===== src/rtl/perfmon_pkg.sv =====
package perfmon_pkg;

    localparam int REG_W   = 32;
    localparam int CODE_W  = 8;
    localparam int NUM_EVT = 2;
    localparam int NUM_CNT = NUM_EVT + 1;

    // counter slots, also the order of enable and flag bits
    localparam int IDX_EV0 = 0;
    localparam int IDX_EV1 = 1;
    localparam int IDX_CYC = 2;

    // control word field positions
    localparam int B_RUN   = 0;
    localparam int B_EVCLR = 1;
    localparam int B_CYCLR = 2;
    localparam int B_SLOW  = 3;
    localparam int B_IE    = 4;
    localparam int B_FLAG  = 8;
    localparam int B_SEL0  = 12;
    localparam int B_SEL1  = 20;

    localparam logic [CODE_W-1:0] CODE_IDLE = 8'hFF;

    typedef enum logic [1:0] {
        A_CTRL = 2'd0,
        A_CYC  = 2'd1,
        A_EV0  = 2'd2,
        A_EV1  = 2'd3
    } reg_addr_e;

    typedef struct packed {
        logic [NUM_EVT-1:0][CODE_W-1:0] sel;
        logic [NUM_CNT-1:0]             flag;
        logic [NUM_CNT-1:0]             ie;
        logic                           slow;
        logic                           run;
    } ctrl_t;

    function automatic logic [REG_W-1:0] ctrl_pack(input ctrl_t c);
        logic [REG_W-1:0] v;
        v                  = '0;
        v[B_RUN]           = c.run;
        v[B_SLOW]          = c.slow;
        v[B_IE +: NUM_CNT]   = c.ie;
        v[B_FLAG +: NUM_CNT] = c.flag;
        v[B_SEL0 +: CODE_W]  = c.sel[0];
        v[B_SEL1 +: CODE_W]  = c.sel[1];
        return v;
    endfunction

    function automatic reg_addr_e cnt_addr(input int idx);
        case (idx)
            IDX_EV0: return A_EV0;
            IDX_EV1: return A_EV1;
            default: return A_CYC;
        endcase
    endfunction

endpackage


===== src/rtl/perfmon_evsel.sv =====
module perfmon_evsel
    import perfmon_pkg::*;
#(
    parameter int SRC_W = 32
) (
    input  logic [CODE_W-1:0] code,
    input  logic [SRC_W-1:0]  strobes,
    output logic              hit
);
    localparam int IDX_W = (SRC_W > 1) ? $clog2(SRC_W) : 1;

    logic in_range;
    logic [IDX_W-1:0] pick;

    always_comb begin
        in_range = (code != CODE_IDLE) && (32'(code) < SRC_W);
        pick     = IDX_W'(code);
        hit      = in_range && strobes[pick];
    end
endmodule


===== src/rtl/perfmon_counter.sv =====
module perfmon_counter #(
    parameter int W = 32
) (
    input  logic         clk,
    input  logic         rst,
    input  logic         clr,
    input  logic         wr,
    input  logic [W-1:0] wdata,
    input  logic         inc,
    output logic [W-1:0] cnt,
    output logic         wrap
);
    always_ff @(posedge clk) begin
        if (rst)      cnt <= '0;
        else if (wr)  cnt <= wdata;
        else if (clr) cnt <= '0;
        else if (inc) cnt <= cnt + 1'b1;
    end

    assign wrap = inc && !wr && !clr && (cnt == '1);
endmodule


===== src/rtl/perfmon_prescale.sv =====
module perfmon_prescale #(
    parameter int DIV = 64
) (
    input  logic clk,
    input  logic rst,
    input  logic clr,
    input  logic step,
    output logic tick
);
    localparam int PS_W = (DIV > 1) ? $clog2(DIV) : 1;
    localparam logic [PS_W-1:0] LAST = PS_W'(DIV - 1);

    logic [PS_W-1:0] ps;

    assign tick = step && (ps == LAST);

    always_ff @(posedge clk) begin
        if (rst || clr) ps <= '0;
        else if (tick)  ps <= '0;
        else if (step)  ps <= ps + 1'b1;
    end
endmodule


===== src/rtl/perfmon_ctrl.sv =====
module perfmon_ctrl
    import perfmon_pkg::*;
(
    input  logic               clk,
    input  logic               rst,
    input  logic               we,
    input  logic [REG_W-1:0]   wdata,
    input  logic [NUM_CNT-1:0] wrap,
    output ctrl_t              cfg,
    output logic               evt_clr,
    output logic               cyc_clr,
    output logic               irq
);
    logic [NUM_CNT-1:0] ack;

    assign ack     = we ? wdata[B_FLAG +: NUM_CNT] : '0;
    assign evt_clr = we && wdata[B_EVCLR];
    assign cyc_clr = we && wdata[B_CYCLR];
    assign irq     = |(cfg.flag & cfg.ie);

    always_ff @(posedge clk) begin
        if (rst) begin
            cfg <= '0;
        end else begin
            if (we) begin
                cfg.run    <= wdata[B_RUN];
                cfg.slow   <= wdata[B_SLOW];
                cfg.ie     <= wdata[B_IE +: NUM_CNT];
                cfg.sel[0] <= wdata[B_SEL0 +: CODE_W];
                cfg.sel[1] <= wdata[B_SEL1 +: CODE_W];
            end
            // a fresh wrap wins over an acknowledge in the same cycle
            cfg.flag <= (cfg.flag & ~ack) | wrap;
        end
    end
endmodule


===== src/rtl/perfmon_unit.sv =====
module perfmon_unit
    import perfmon_pkg::*;
#(
    parameter int DATA_W  = 32,
    parameter int SRC_W   = 32,
    parameter int CYC_DIV = 64
) (
    input  logic              clk,
    input  logic              rst,
    input  logic [SRC_W-1:0]  evt_strobe,
    input  logic              reg_we,
    input  logic [1:0]        reg_addr,
    input  logic [DATA_W-1:0] reg_wdata,
    output logic [DATA_W-1:0] reg_rdata,
    output logic              irq
);
    ctrl_t                          cfg;
    logic                           evt_clr;
    logic                           cyc_clr;
    logic                           ctrl_we;
    logic                           slow_tick;
    logic [NUM_CNT-1:0]             wrap;
    logic [NUM_CNT-1:0]             inc;
    logic [NUM_CNT-1:0]             cnt_we;
    logic [NUM_CNT-1:0][DATA_W-1:0] cnt_q;

    assign ctrl_we = reg_we && (reg_addr == A_CTRL);

    perfmon_ctrl u_ctrl (
        .clk     (clk),
        .rst     (rst),
        .we      (ctrl_we),
        .wdata   (REG_W'(reg_wdata)),
        .wrap    (wrap),
        .cfg     (cfg),
        .evt_clr (evt_clr),
        .cyc_clr (cyc_clr),
        .irq     (irq)
    );

    for (genvar i = 0; i < NUM_CNT; i++) begin : g_we
        assign cnt_we[i] = reg_we && (reg_addr == cnt_addr(i));
    end

    for (genvar i = 0; i < NUM_EVT; i++) begin : g_evt
        logic hit;

        perfmon_evsel #(.SRC_W(SRC_W)) u_sel (
            .code    (cfg.sel[i]),
            .strobes (evt_strobe),
            .hit     (hit)
        );

        assign inc[i] = cfg.run && hit;

        perfmon_counter #(.W(DATA_W)) u_cnt (
            .clk   (clk),
            .rst   (rst),
            .clr   (evt_clr),
            .wr    (cnt_we[i]),
            .wdata (reg_wdata),
            .inc   (inc[i]),
            .cnt   (cnt_q[i]),
            .wrap  (wrap[i])
        );
    end

    perfmon_prescale #(.DIV(CYC_DIV)) u_div (
        .clk  (clk),
        .rst  (rst),
        .clr  (cyc_clr),
        .step (cfg.run && cfg.slow),
        .tick (slow_tick)
    );

    assign inc[IDX_CYC] = cfg.run && (cfg.slow ? slow_tick : 1'b1);

    perfmon_counter #(.W(DATA_W)) u_cyc (
        .clk   (clk),
        .rst   (rst),
        .clr   (cyc_clr),
        .wr    (cnt_we[IDX_CYC]),
        .wdata (reg_wdata),
        .inc   (inc[IDX_CYC]),
        .cnt   (cnt_q[IDX_CYC]),
        .wrap  (wrap[IDX_CYC])
    );

    always_comb begin
        case (reg_addr_e'(reg_addr))
            A_CTRL:  reg_rdata = DATA_W'(ctrl_pack(cfg));
            A_CYC:   reg_rdata = cnt_q[IDX_CYC];
            A_EV0:   reg_rdata = cnt_q[IDX_EV0];
            default: reg_rdata = cnt_q[IDX_EV1];
        endcase
    end
endmodule


===== config.mk =====
export PLATFORM = sky130hd
export DESIGN_NAME = perfmon_unit
export DESIGN_NICKNAME = d
export VERILOG_FILES = /design/src/rtl/perfmon_pkg.sv /design/src/rtl/perfmon_evsel.sv /design/src/rtl/perfmon_counter.sv /design/src/rtl/perfmon_prescale.sv /design/src/rtl/perfmon_ctrl.sv /design/src/rtl/perfmon_unit.sv
export SDC_FILE = /design/constraint.sdc
export NUM_CORES = 1
export LEC_CHECK = 0
export BUFFER_PORTS_ARGS = -buffer_cell sky130_fd_sc_hd__buf_2
export CORE_MARGIN = 4
export CORE_UTILIZATION = 50
export DETAILED_ROUTE_END_ITERATION = 12
export PLACE_DENSITY = 0.81
export SLEW_MARGIN = 30
export SYNTH_ARGS = -nofsm -noshare
export SYNTH_HDL_FRONTEND = slang
export SYNTH_SLANG_ARGS = --single-unit

===== constraint.sdc =====
create_clock -name clk -period 3 [get_ports clk]
set_input_delay 0.3 -clock clk [delete_from_list [all_inputs] [get_ports clk]]
set_output_delay 0.3 -clock clk [all_outputs]
set_load 0.01 [all_outputs]

## After elaboration in Yosys (flattened, before gate mapping)

Cells that the tools add are included.

| storage, ports and cells | value |
|---|---|
| flip-flop bits (word level) | 126 |

| operators by class | value |
|---|---|
| $add $sub $neg | 4 |
| $lt $le $gt $ge | 4 |
| equal/unequal tests | 9 |
| multiplexer cells | 16 |
| bitwise gates (word level) | 4 |
| reductions and logical operators | 36 |

Operators with widths:

| kind | count |
|---|---|
| 32-bit 2-to-1 mux | 9 |
| 32-bit by 1-bit adder with 32-bit output, second input constant | 3 |
| 32-bit equality test, second input constant | 3 |
| 32-bit one-hot mux with 3 select lines | 1 |
| 1-bit logical AND | 24 |
| 8-bit by 6-bit less-than comparator with 1-bit output, second input constant | 2 |
| 8-bit != test, second input constant | 2 |
| 5-bit by 6-bit less-than comparator with 1-bit output, second input constant | 2 |
| 1-bit binary-select mux with 5-bit select | 2 |
| 3-bit nonzero test | 3 |
| 6-bit by 1-bit adder with 6-bit output, second input constant | 1 |
| 3-bit bitwise AND | 2 |
| 6-bit equality test, second input constant | 1 |
| 1-bit zero test | 5 |
| 2-bit equality test, second input constant | 2 |
| 1-bit 2-to-1 mux | 3 |
| 3-bit 2-to-1 mux | 1 |
| 3-bit inverter | 1 |
| 3-bit bitwise OR | 1 |
| 3-bit OR reduction | 1 |
| 2-bit by 1-bit equality test with 1-bit output, second input constant | 1 |
| 2-bit zero test | 1 |
| 2-bit OR reduction | 1 |
| 1-bit logical OR | 1 |

## Logic depth before layout (Yosys ltp)

| logic depth | value |
|---|---|
| word-level depth | 8 |
| gate-level depth with buffers | 10 |

## By module

A second synthesis with hierarchy kept.

| unflattened totals | value |
|---|---|
| cells, all modules | 1002 |
| area, all modules | 8720.9 µm² |

By module, submodules not included:

| module | times used | cells an instance | area an instance (µm²) | sequential area each (µm²) |
|---|---|---|---|---|
| perfmon_counter | 3 | 259 | 1996.9 | 640.6 |
| perfmon_ctrl | 1 | 84 | 899.6 | 480.5 |
| perfmon_unit | 1 | 60 | 892.1 | 0.0 |
| perfmon_evsel | 2 | 25 | 322.8 | 0.0 |
| perfmon_prescale | 1 | 31 | 292.8 | 120.1 |

## Worst setup path after synthesis

No wires, ideal clock.

| timing | value |
|---|---|
| path kind | register to register |
| from | reg g_evt[1].u_cnt.cnt[1] |
| to | reg g_evt[1].u_cnt.cnt[20] |
| arrival | 2.059 ns |
| slack | 0.807 ns |
| stages on the path, launching flop included | 8 |
| buffers on the path | 0 |
| period minus slack after synthesis | 2.193 ns |
| path through | dfxtp_1 > ha_1 > nand3_1 > or4_4 > nor2_1 > nand3_1 > a2111oi_0 > nor4_1 |

| on the way | value |
|---|---|
| cells in the longest elaborated chain, start to end | 4 |

Ends and longest elaborated chain:

| item | RTL line | RTL |
|---|---|---|
| from (decl) | perfmon_counter.sv:10 | `output logic [W-1:0] cnt,` |
| from (signal assigned) | perfmon_counter.sv:15 | `else if (wr) cnt <= wdata;` |
| from (signal assigned) | perfmon_counter.sv:17 | `else if (inc) cnt <= cnt + 1'b1;` |
| 32-bit by 1-bit adder with 32-bit output | perfmon_counter.sv:17 |  |
| 32-bit 2-to-1 mux | perfmon_counter.sv:17 |  |
| 32-bit 2-to-1 mux | perfmon_counter.sv:16 | `else if (clr) cnt <= '0;` |
| 32-bit 2-to-1 mux | perfmon_counter.sv:15 |  |

No other way between the ends. The select of a mux whose other input is x is not followed.
A chain may end at the register's enable or synchronous reset.

## Worst setup path in the final report

| timing | value |
|---|---|
| from | reg u_ctrl.cfg[18] (netlist name) |
| to | reg g_evt[1].u_cnt.cnt[15] |

| on the way | value |
|---|---|
| cells in the longest elaborated chain, start to end | 5 |
| elaborated cells on any way between the ends | 8 |

Ends and longest elaborated chain:

| item | RTL line | RTL |
|---|---|---|
| 8-bit by 6-bit less-than comparator with 1-bit output (tied with other cells) | perfmon_evsel.sv:16 | `in_range = (code != CODE_IDLE) && (32'(code) < SRC_W);` |
| 1-bit logical AND or 1-bit 2-to-1 mux (tied branches) | perfmon_evsel.sv:16, perfmon_evsel.sv:18 |  |
| 1-bit logical AND (*) | perfmon_evsel.sv:18 | `hit = in_range && strobes[pick];` |
| 1-bit logical AND (*) | perfmon_unit.sv:54 | `assign inc[i] = cfg.run && hit;` |
| 3-bit nonzero test (no source line) (*) | n/a |  |

Every way passes the cells marked *; elsewhere a longest branch is shown, timed or not. The select of a mux whose other input is x is not followed.

==> metrics.yaml <==
status: "finished, final reports clean"
firstDrtPassIters: 6
cap_violations: 0
regArea_um2: 2520
rr_worst_depth: 7
synth_top_family_by_area: "simple AND/OR/NAND/NOR gates"
final_hold_viol_count: 0
ios: 102
drtIter0Drc: 1677
fin_ws_ps: 348
synth_ff_type: "dfxtp_1"
root_buffer: "clkbuf_16"
cp-start-kind: "flip-flop"
drtAntennaViolNets: 0
core_area_um2: 17400
critical_path.endpoint: "g_evt[1].u_cnt.cnt[15]$_SDFFE_PP0P_"
path_delay_family: "compound AO/OA/AOI/OAI gates"
tightest_slew_ps: 857
nFillCells: 1536
post_cts_buffers: 0
h-tree-depth: 4
multi_input_area_um2: 5850
p_total_mw: 4.62
tns_ps: 0
synth_fa_ha_area_share_pct: 0.563
via_count: 9986
syn_avg_cell_area_um2: 8.08
drive_above_1_share_pct: 20.0
worstHoldPathType: "in2reg"
critPathMaxFanout: 44
regToRegStartpoint: "u_ctrl.cfg[18]$_SDFFE_PP0P_"
track_usage_pct: 32.0
synthXorXnorAreaFrac_pct: 1.48
wire_per_inst_um: 23.1
worstSetupPathDepth: 7
synth_cells: 1100
num_rows: 48
clockBufferDepth: 2
use_met3_pct: 9.50
dp_hpwl_mm: 22.9
cts-buffers-inserted: 17
p_per_area_nw_per_um2: 451
synth_warnings: 0
floorplan.die_area_um2: 20000
start_util_pct: 51.2
leakage_nw: 3.74
reg2reg_to: "g_evt[1].u_cnt.cnt[15]$_SDFFE_PP0P_"
cts_hold_buf: 0
met2_usage_pct: 46.4
fmax_ghz: 0.377
synth_seq_cells: 126
clkTransAtPathRegs_ps: 60
worst-path-buf-inv: 1
clk_latency_ps: 430
timing.critical_path.from: "u_ctrl.cfg[18]$_SDFFE_PP0P_"
skew_ps: 9.41
synth.net_count: 1173
die_w_um: 141
synth-simple-area-share_pct: 26.7
cp_data_arrival_time_ps: 2970
cts_resized: 0
place_congestion: 0.973
cts_tree: "yes"
final_cell_mix: "164 x nand2_1, 126 x dfxtp_1, 101 x a21oi_1"
totalWireLength_mm: 32.5
grt-ovfl-total: 0
crit_type: "reg2reg"
grt-busiest-layer: "met2"
post-route-period-util_pct: 88.4
grtUsageMet1_pct: 43.6
vias_per_cell: 7.09
synth_edf_count: 0
rsz0062_at_grt: "no"
setup_viol: 0
grt_pass1_vias: 9089
critPathMaxStageDelay_ps: 630
cp.required_ps: 3320
crit_chain: "mux2_2 -> o22ai_1 -> o41ai_1 -> o2111a_1 -> buf_12 -> mux2i_1 -> a2111oi_2"
drc: 0
synth_compound_area_share_pct: 25.2
slew_headroom_pct: 42.9
die_h_um: 141
r2r_slack_ps: 350
syn_area_um2: 8880
final_common_cell: "nand2_1"
ys_seq_area_share_pct: 28.4
muxShareOfSynthArea_pct: 12.0
cp-end-kind: "flip-flop"
port_buffers: 101
timing.final.max_slew_violations: 0
area_growth_pct: 15.3
pre_cts_slack_ps: 403
async_flop_share_pct: 0
antenna_found_initial: 1
clock-sinks: 126
grt_pass1_wl_mm: 50.9
peakVddDrop_mv: 0.523
final_nets: 1242
grt_max_degree: 86
crit_slowest_cell: "dfxtp_1"
ys_types: 85
finalWorstPathRequiredPeriod_ps: 2650
## cells in the mapped netlist (4+ instances only)
library cell  number  area share, %
a31oi_1           26            1.8
nor3_1            52            2.9
nand3_1           38            2.1
buf_1              4           0.17
nor2b_1            4           0.28
nand4_1           32            2.3
nor4b_1            4           0.39
and4_1            14            1.4
nand2_1          164            6.9
and3_1            31            2.2
nand2b_1           8           0.56
a211oi_1          25            2.1
o31ai_1           13            1.1
buf_6              6           0.76
nor3b_1            7           0.59
a2111oi_0          4           0.39
mux2i_1           15            1.7
mux4_2            33            8.4
dfxtp_1          126             28
a211o_1            5           0.49
a221oi_1          14            1.4
clkbuf_1          58            2.5
a21oi_1          101            5.7
mux2_2             9            1.1
a22o_1            15            1.5
xor2_1             6           0.59
nor2_1            49            2.1
a21o_1             6           0.51
and2_1            15            1.1
buf_4              4           0.34
inv_1             19           0.80
a41oi_1            5           0.49
o311a_1           10            1.1
xnor2_1            9           0.89
or3_1              8           0.56
o2111a_1           4           0.51
a32o_1             5           0.56
nor4_1            13           0.92
ha_1               4           0.56
buf_2             14           0.79
a22oi_1           10           0.85
o21ai_0           47            2.6
## metrics by stage
stage	instance area [um^2]	cells	utilization [%]	hold WS, ps
floorplan	8880	1100	-	425
global placement	9600	1375	55.3	454
detailed placement	9600	1375	55.3	466
CTS	10200	1407	59.0	147
global route	10200	1407	59.0	165
finish	10200	1409	59.0	168
## per-layer routing
layer	wire, um	share of wire (%)
met3	5080	16
met5	20	0.061
met1	12000	37
met4	1680	5.1
met2	13700	42
## report_power, final
group	internal, mW	total, mW	leakage, nW	switching, mW
clock network	1.49	2.29	0.314	0.801
logic	0.216	0.564	2.41	0.348
registers	1.71	1.77	1.02	0.0603
## worst register-to-register path, delay by kind of cell (launching register included)
kind / cells / cell delay, ps
AO/OA/AOI/OAI: 4 / 1280
buffers and inverters: 1 / 240
flip-flops: 1 / 630
multiplexers: 2 / 390
## cell families after synthesis
family / after synthesis
AO/OA/AOI/OAI: 328
XOR/XNOR: 15
adder cells (fa/ha/maj): 4
buffers and inverters: 109
flip-flops: 126
multiplexers: 60
AND/OR/NAND/NOR: 458
## flip-flops by register name (all words and copies together) (netlist names)
signal           count
u_div.ps             6
u_cyc.cnt           32
g_evt.u_cnt.cnt     64
u_ctrl.cfg          24
## cell type report
class,count,share of cell area (%)
multi-input cells,865,57.1
flip-flops and latches,126,24.6
repair buffers,139,8.48
clock buffers,20,4.36
well taps,225,2.75
clock inverters,12,1.87
inverters,20,0.733
diodes,2,0.0489
## how the worst min path moves through the flow
stage	startpoint	to	slack [ps]	depth (start not counted)
floorplan	reg_wdata[28]	u_cyc.cnt[28]$_SDFFE_PP0P_	430	1
global placement	u_ctrl.cfg[13]$_SDFFE_PP0P_	u_ctrl.cfg[13]$_SDFFE_PP0P_	450	2
detailed placement	u_ctrl.cfg[14]$_SDFFE_PP0P_	u_ctrl.cfg[14]$_SDFFE_PP0P_	470	2
CTS	reg_wdata[28]	u_cyc.cnt[28]$_SDFFE_PP0P_	150	2
global route	reg_wdata[28]	u_cyc.cnt[28]$_SDFFE_PP0P_	170	2
finish	reg_wdata[28]	u_cyc.cnt[28]$_SDFFE_PP0P_	170	2
(Power assumes the default switching activity.)
